### src/rtl/cfg_seq_pkg.sv
package cfg_seq_pkg;
  typedef enum logic [2:0] {
    ST_RESET     = 3'd0,
    ST_CONFIG    = 3'd1,
    ST_ERROR     = 3'd2,
    ST_DONE_WAIT = 3'd3,
    ST_UDLY      = 3'd4,
    ST_INIT_USR  = 3'd5,
    ST_INIT_INT  = 3'd6,
    ST_USER      = 3'd7
  } cfg_state_e;

  function automatic logic done_stage(cfg_state_e s);
    return (s == ST_DONE_WAIT) || (s == ST_UDLY) || (s == ST_INIT_USR) ||
           (s == ST_INIT_INT) || (s == ST_USER);
  endfunction
endpackage

### src/rtl/cfg_req_filter.sv
module cfg_req_filter #(
  parameter int MIN_LOW = 4
) (
  input  logic clk_i,
  input  logic rst_ni,
  input  logic req_ni,
  output logic req_high_o,
  output logic restart_o
);
  localparam int LCW = $clog2(MIN_LOW + 1);

  logic          sync1_q, sync2_q;
  logic [LCW-1:0] low_cnt_q;

  always_ff @(posedge clk_i or negedge rst_ni) begin
    if (!rst_ni) begin
      sync1_q <= 1'b0;
      sync2_q <= 1'b0;
    end else begin
      sync1_q <= req_ni;
      sync2_q <= sync1_q;
    end
  end

  // saturating run length of the synchronized low level
  always_ff @(posedge clk_i or negedge rst_ni) begin
    if (!rst_ni)                       low_cnt_q <= '0;
    else if (sync2_q)                  low_cnt_q <= '0;
    else if (low_cnt_q != LCW'(MIN_LOW)) low_cnt_q <= low_cnt_q + 1'b1;
  end

  assign req_high_o = sync2_q;
  // fires on the MIN_LOW-th consecutive low cycle
  assign restart_o  = !sync2_q && (low_cnt_q == LCW'(MIN_LOW - 1));
endmodule

### src/rtl/cfg_edge_det.sv
module cfg_edge_det #(
  parameter bit FALLING = 1'b0
) (
  input  logic clk_i,
  input  logic rst_ni,
  input  logic sig_i,
  output logic edge_o
);
  logic prev_q;

  always_ff @(posedge clk_i or negedge rst_ni) begin
    if (!rst_ni) prev_q <= 1'b0;
    else         prev_q <= sig_i;
  end

  generate
    if (FALLING) begin : g_fall
      assign edge_o = prev_q && !sig_i;
    end else begin : g_rise
      assign edge_o = !prev_q && sig_i;
    end
  endgenerate
endmodule

### src/rtl/cfg_seq_top.sv
module cfg_seq_top
  import cfg_seq_pkg::*;
#(
  parameter int NUM_BITS = 64,
  parameter int MIN_LOW  = 4,
  parameter int UCLK_DLY = 8,
  parameter int INIT_CYC = 16
) (
  input  logic clk_i,
  input  logic rst_ni,
  input  logic reconfig_req_ni,
  input  logic sclk_i,
  input  logic frame_err_i,
  input  logic uclk_i,
  input  logic uclk_sel_i,
  input  logic auto_restart_i,
  output logic status_no,
  output logic conf_done_o,
  output logic io_tristate_o,
  output logic user_mode_o
);
  localparam int MAX_A = (NUM_BITS > INIT_CYC) ? NUM_BITS : INIT_CYC;
  localparam int MAX_V = (MAX_A > UCLK_DLY) ? MAX_A : UCLK_DLY;
  localparam int CW    = $clog2(MAX_V + 1);

  logic       req_high, restart;
  logic       sclk_rise, sclk_fall, uclk_rise;
  cfg_state_e state_q, state_d;
  logic [CW-1:0] cnt_q, cnt_d;

  cfg_req_filter #(.MIN_LOW(MIN_LOW)) u_req (
    .clk_i, .rst_ni, .req_ni(reconfig_req_ni),
    .req_high_o(req_high), .restart_o(restart)
  );

  cfg_edge_det #(.FALLING(1'b0)) u_sclk_r (
    .clk_i, .rst_ni, .sig_i(sclk_i), .edge_o(sclk_rise)
  );
  cfg_edge_det #(.FALLING(1'b1)) u_sclk_f (
    .clk_i, .rst_ni, .sig_i(sclk_i), .edge_o(sclk_fall)
  );
  cfg_edge_det #(.FALLING(1'b0)) u_uclk_r (
    .clk_i, .rst_ni, .sig_i(uclk_i), .edge_o(uclk_rise)
  );

  always_comb begin
    state_d = state_q;
    cnt_d   = cnt_q;
    if (restart) begin
      state_d = ST_RESET;
      cnt_d   = '0;
    end else begin
      unique case (state_q)
        ST_RESET: if (req_high) begin
          state_d = ST_CONFIG;
          cnt_d   = '0;
        end
        ST_CONFIG: begin
          if (frame_err_i) begin
            state_d = ST_ERROR;
            cnt_d   = '0;
          end else if (sclk_rise) begin
            if (cnt_q == CW'(NUM_BITS - 1)) begin
              state_d = ST_DONE_WAIT;
              cnt_d   = '0;
            end else begin
              cnt_d = cnt_q + 1'b1;
            end
          end
        end
        ST_ERROR: if (auto_restart_i) state_d = ST_RESET;
        ST_DONE_WAIT: if (sclk_fall) begin
          if (cnt_q == CW'(1)) begin
            state_d = uclk_sel_i ? ST_UDLY : ST_INIT_INT;
            cnt_d   = '0;
          end else begin
            cnt_d = cnt_q + 1'b1;
          end
        end
        ST_UDLY: begin
          if (cnt_q == CW'(UCLK_DLY - 1)) begin
            state_d = ST_INIT_USR;
            cnt_d   = '0;
          end else begin
            cnt_d = cnt_q + 1'b1;
          end
        end
        ST_INIT_USR: if (uclk_rise) begin
          if (cnt_q == CW'(INIT_CYC - 1)) begin
            state_d = ST_USER;
            cnt_d   = '0;
          end else begin
            cnt_d = cnt_q + 1'b1;
          end
        end
        ST_INIT_INT: begin
          if (cnt_q == CW'(INIT_CYC - 1)) begin
            state_d = ST_USER;
            cnt_d   = '0;
          end else begin
            cnt_d = cnt_q + 1'b1;
          end
        end
        ST_USER: state_d = ST_USER;
        default: state_d = ST_RESET;
      endcase
    end
  end

  always_ff @(posedge clk_i or negedge rst_ni) begin
    if (!rst_ni) begin
      state_q <= ST_RESET;
      cnt_q   <= '0;
    end else begin
      state_q <= state_d;
      cnt_q   <= cnt_d;
    end
  end

  // a low request overrides the open-drain outputs regardless of stage
  assign status_no     = req_high && (state_q != ST_RESET) && (state_q != ST_ERROR);
  assign conf_done_o   = req_high && done_stage(state_q);
  assign io_tristate_o = !(req_high && (state_q == ST_USER));
  assign user_mode_o   = (state_q == ST_USER);
endmodule

### config.mk
export PLATFORM = sky130hd
export DESIGN_NAME = cfg_seq_top
export DESIGN_NICKNAME = d
export VERILOG_FILES = /design/src/rtl/cfg_seq_pkg.sv /design/src/rtl/cfg_req_filter.sv /design/src/rtl/cfg_edge_det.sv /design/src/rtl/cfg_seq_top.sv
export SDC_FILE = /design/constraint.sdc
export NUM_CORES = 1
export LEC_CHECK = 0
export BUFFER_PORTS_ARGS = -buffer_cell sky130_fd_sc_hd__buf_2
export CAP_MARGIN = 20
export CORE_MARGIN = 2
export CORE_UTILIZATION = 25
export CTS_CLUSTER_SIZE = 10
export DETAILED_ROUTE_END_ITERATION = 8
export GPL_TIMING_DRIVEN = 0
export MAX_ROUTING_LAYER = met4
export PLACE_DENSITY_LB_ADDON = 0.12
export SYNTH_ARGS = -nofsm -noshare
export SYNTH_HDL_FRONTEND = slang
export SYNTH_SLANG_ARGS = --single-unit
### constraint.sdc
create_clock -name clk_i -period 2.05 [get_ports clk_i]
set_clock_uncertainty 0.2 [all_clocks]
set_input_delay 0.615 -clock clk_i [delete_from_list [all_inputs] [get_ports clk_i]]
set_output_delay 0.615 -clock clk_i [all_outputs]
set_load 0.05 [all_outputs]
# --- Word-level counts from Yosys, hierarchy flattened ---
# Cells that the tools add are included.
totals:
  register_bits: 17
  inputBits: 8
  output_inout_bits: 4
  wordCells: 80
classes:
  add_sub_neg: 2
  n_eq_ne: 22
  muxes: 26
  n_reduce_logical: 23
ops:
  columns: ["op", "count"]
  rows:
  - ["7-bit two-way mux", 10]
  - ["7-bit one-hot mux with 6 select lines", 1]
  - ["3-bit two-way mux", 13]
  - ["3-bit one-hot mux with 8 select lines", 1]
  - ["3-bit inequality test (second input constant)", 5]
  - ["3-bit equality test (second input constant)", 4]
  - ["3-bit by 2-bit equality test with 1-bit output (second input constant)", 3]
  - ["3-bit by 2-bit inequality test with 1-bit output (second input constant)", 3]
  - ["1-bit logical AND", 8]
  - ["4-bit inequality test (second input constant)", 2]
  - ["8-bit AND reduction", 1]
  - ["7-bit by 1-bit adder with 7-bit output (second input constant)", 1]
  - ["7-bit by 1-bit equality test with 1-bit output (second input constant)", 1]
  - ["7-bit by 3-bit equality test with 1-bit output (second input constant)", 1]
  - ["7-bit by 4-bit equality test with 1-bit output (second input constant)", 1]
  - ["7-bit by 6-bit equality test with 1-bit output (second input constant)", 1]
  - ["7-bit nonzero test", 1]
  - ["1-bit logical NOT", 5]
  - ["5-bit AND reduction", 1]
  - ["1-bit logical OR", 4]
  - ["3-bit by 1-bit adder with 3-bit output (second input constant)", 1]
  - ["3-bit by 1-bit equality test with 1-bit output (second input constant)", 1]
  - ["3-bit logical NOT", 1]
  - ["3-bit nonzero test", 1]
  - ["other kinds (2)", 2]

# --- Logic depth before layout (Yosys ltp) ---
depth:
  ltp_word: 6
  mapped_depth: 9
  ltp_nobuf: 8

# --- By module ---
# Synthesis repeated with hierarchy kept, for this count alone.
unflattened:
  hier_cells: 128
  hier_area_um2: 1176.1
modules_own_cells:
  columns: ["mod", "instances", "cells_each", "area_per_inst_um2", "seq_area_each_um2"]
  rows:
  - ["cfg_seq_top", 1, 102, 829.5, 250.2]
  - ["cfg_req_filter", 1, 20, 230.2, 125.1]
  - ["cfg_edge_det", 3, 2, 38.8, 25.0]

# --- Worst setup path after synthesis ---
# No wires, ideal clock.
synth_timing:
  kind: "register -> output"
  startpoint: "reg state_q[1]"
  endpoint: "out io_tristate_o"
  arrival_ps: 1901
  slack_ps: -666
  stages_incl_launch_ff: 5
  cell_sequence: "dfrtp_1 > buf_2 > nand2_1 > nor2_1 > nand2_1"
synth_between:
  elab_chain_len: 3
synth_rtl:
  columns: ["item", "line_no", "text"]
  rows:
  - ["start, declared", "cfg_seq_top.sv:28", "cfg_state_e state_q, state_d;"]
  - ["start signal, assigned", "cfg_seq_top.sv:115", "state_q <= state_d;"]
  - ["3-bit equality test", null, null]
  - ["via user_mode_o", "cfg_seq_top.sv:20", "output logic user_mode_o"]
  - ["1-bit logical AND", "cfg_seq_top.sv:123", "assign io_tristate_o = !(req_high && (state_q == ST_USER));"]
  - ["1-bit logical NOT", "cfg_seq_top.sv:123", null]
  - ["end, declared", "cfg_seq_top.sv:19", "output logic io_tristate_o,"]
# The timed path passes the listed nets, and every way through them passes these cells.

# --- Worst setup path in the final report ---
layout_timing:
  startpoint: "reg cnt_q[1]"
  endpoint: "reg cnt_q[6]"
layout_between:
  elab_chain_len: 6
  elab_cells_between_ends: 15
layout_rtl:
  columns: ["item", "line_no", "text"]
  rows:
  - ["start, declared", "cfg_seq_top.sv:29", "logic [CW-1:0] cnt_q, cnt_d;"]
  - ["start signal, assigned", "cfg_seq_top.sv:116", "cnt_q <= cnt_d;"]
  - ["7-bit by 1-bit adder with 7-bit output or 7-bit by 6-bit equality test with 1-bit output (tied branches)", null, null]
  - ["7-bit two-way mux", "cfg_seq_top.sv:63", "if (cnt_q == CW'(NUM_BITS - 1)) begin"]
  - ["7-bit two-way mux", "cfg_seq_top.sv:62", "end else if (sclk_rise) begin"]
  - ["7-bit two-way mux", "cfg_seq_top.sv:59", "if (frame_err_i) begin"]
  - ["7-bit one-hot mux with 6 select lines *", "cfg_seq_top.sv:53", "unique case (state_q)"]
  - ["7-bit two-way mux *", "cfg_seq_top.sv:49", "if (restart) begin"]
# Mark *: on every way between the ends. The rest lies on a longest branch, timed or not. The select of a mux whose other input is x is not followed.
# A chain may end at the register's enable or synchronous reset.

==> out/qor.yml <==
vias: 1113
layout_min_cycle_time_ps: 2150
slew_viol_final: 0
cts_root_buf: "clkbuf_8"
r2r-start: "cnt_q[1]"
synth.distinct_cells: 40
p_seq_frac: 0.205
synthCells: 129
swShare: 0.448
crit_path_start_kind: "flop"
detail_route.first_pass.iterations: 4
ys_warn_count: 0
grt_setup_unrepaired: "true"
worstSkewPairLatency_ps: 260
vias_per_cell: 5.08
r2r_cells: 8
gp_congestion: 0.865
cp.arrival_ps: 2130
end_kind: "flop"
synth_area_leaders: "dfrtp_1 (37%), a21oi_1 (5.6%), nand2_1 (5.5%)"
synth_top_area_share: 0.368
die_y_um: 72.0
drt_wl_total_mm: 3.10
cts_buffer_depth: 2
dieWidth_um: 72.0
max_freq_mhz: 465
status: "finished with violations"
synth_async_sr_flop_share: 1.00
hpwlAfterDp_mm: 1.98
final.fill_count: 455
synth_top_cell_by_area: "dfrtp_1"
clock_sinks: 17
p_sw_mw: 1.05
antenna_left: 0
grt_use_total: 0.131
synth_area_um2: 1160
antenna_found_initial: 0
tightest_slew_ps: 433
ys_seq_area_frac: 0.368
grt-ovfl-total: 0
synthTopCellsByCount: "dfrtp_1 (17), nand2_1 (17), a21oi_1 (13)"
syn-num-nets: 142
path_clk_slew_ps: 70
grt_max_degree: 18
peakVddDrop_v: 0.000445
grt_pass1_wl_mm: 5.10
core_um2: 4410
min_period_over_period: 1.05
critPathBufInv: 1
die_area_um2: 5180
ys_seq_elements: 17
cellInternalPower_mw: 1.29
layout.nets: 181
slowest_stage: "dfrtp_1"
io-pin-count: 12
row_count: 24
setup-violations-final: 8
synth_edf_count: 0
p_clk_frac: 0.112
required_ps: 2030
synth_flop_cell: "dfrtp_1"
timing.slew.headroom: 0.711
htree_levels: 1
grt_pass1_vias: 1029
cts_made_buffers: 3
antenna_cells: 0
path_class: "flop to flop"
io_buffers: 11
max_stage_delay_ps: 410
crit_chain: "ha_2, and2_4, a311oi_2, a211oi_2, a2111oi_4, buf_4, nand2b_4, o22ai_2"
final.setup.tns_ps: -473
drt_iter0_drc: 79
avgSynthCellArea_um2: 8.96
crit_fanout: 6
p_leak_nw: 0.716
initial_core_util: 0.262
combPwrFrac: 0.683
cts_tree: "yes"
area.growth.synth_to_final_pct: 45.9
r2r-end: "cnt_q[6]"
maxCapViolCount: 0
worst_slack_ps: -99.3
fin_area_um2: 1690
hold_violations: 0
drive_gt1_frac: 0.497
post_drt_wl_per_cell_um: 14.2
drc: 0
hold_path_class: "input port to async pin"
failed_checks: "negative setup slack"
crit_family: "compound AO/OA/AOI/OAI gates"
placed_cell_area_um2: 1310
r2r_slack_ps: -100
powerDensity_nw_per_um2: 1390
==> per-layer routing <==
layer,track usage,vias to the layer above,share of wire
met2,0.195,24,0.47
li1,-,535,-
met4,0.0377,0,0.025
met1,0.177,547,0.46
met3,0.0333,7,0.038
met5,-,-,0
==> area by class of cell <==
| cell class | instances | area (µm²) | area share |
|---|---|---|---|
| buffer | 6 | 53.8 | 0.0319 |
| clock inverter | 1 | 5.00 | 0.00297 |
| multi-input combinational | 94 | 792 | 0.470 |
| clock buffer | 3 | 41.3 | 0.0245 |
| tap | 52 | 65.1 | 0.0386 |
| inverter | 11 | 41.3 | 0.0245 |
| sequential | 17 | 428 | 0.254 |
| timing repair buffer | 35 | 260 | 0.154 |
==> flip-flops by register name, indices dropped and copies added (netlist names) <==
signal	flops
u_req.low_cnt_q	3
cnt_q	7
u_req.req_high_o	1
state_q	3
u_uclk_r.prev_q	1
u_sclk_f.prev_q	1
u_req.sync1_q	1
==> cell families (layout without fill, tap and decap cells) <==
family / Yosys count / in the layout / synth area share
AND/OR/NAND/NOR: 46 / 46 / 0.208
AO/OA/AOI/OAI: 41 / 41 / 0.281
buffers and inverters: 18 / 56 / 0.0736
flip-flops: 17 / 17 / 0.368
adder cells (fa/ha/maj): 5 / 5 / 0.0541
XOR/XNOR: 2 / 2 / 0.0152
==> power by group through the flow <==
stage / clock network [mW] / registers (mW) / logic, mW
floorplan: 0 / 0.459 / 0.845
global placement: 0 / 0.478 / 1.05
detailed placement: 0 / 0.477 / 1.05
CTS: 0.275 / 0.483 / 1.43
global route: 0.299 / 0.490 / 1.74
finish: 0.263 / 0.480 / 1.60
==> layout by cell type, fill, tap and decap left out, types with 2 or more instances in the layout <==
master,instances
buf_2,8
ha_2,3
nand3_1,7
nand2_1,15
a21oi_1,11
xnor2_1,2
o2111ai_1,2
o22ai_2,3
o21ai_0,3
a22o_1,2
dfrtp_1,15
dfrtp_2,2
nor2_1,3
o21ai_2,2
buf_4,26
clkbuf_8,3
a21oi_2,2
nor2b_1,2
and3_1,2
inv_1,10
a211oi_2,2
nor2_4,2
buf_6,6
==> metrics by stage <==
step                power (mW)  instances  setup WS [ps]  utilization  hold WS [ps]
detailed placement        1.53        192           -356        0.296           138
floorplan                 1.30        129           -121            -           119
global placement          1.53        192           -402        0.296           135
CTS                       2.19        210           -157        0.359           106
finish                    2.34        219          -99.3        0.382          85.5
global route              2.53        219           -201        0.382           102
==> worst max path at each step <==
stage	start	endpoint	slack, ps	depth (start not counted)
2_1_floorplan	cnt_q[0]	cnt_q[3]	-120	8
5_1_grt	cnt_q[1]	cnt_q[6]	-200	9
4_1_cts	cnt_q[0]	cnt_q[6]	-160	8
6_report	cnt_q[1]	cnt_q[6]	-100	8
3_5_place_dp	cnt_q[0]	cnt_q[3]	-360	8
3_3_place_gp	cnt_q[0]	cnt_q[3]	-400	8
==> what timing repair did <==
action | in CTS | in global routing
pin swaps | 14 | 12
setup buffers | 14 | 9
hold buffers | 0 | 0
resized for setup | 32 | 10
cloned | 1 | 0
setup endpoints to repair | 14 | 13
(Power assumes the default switching activity.)
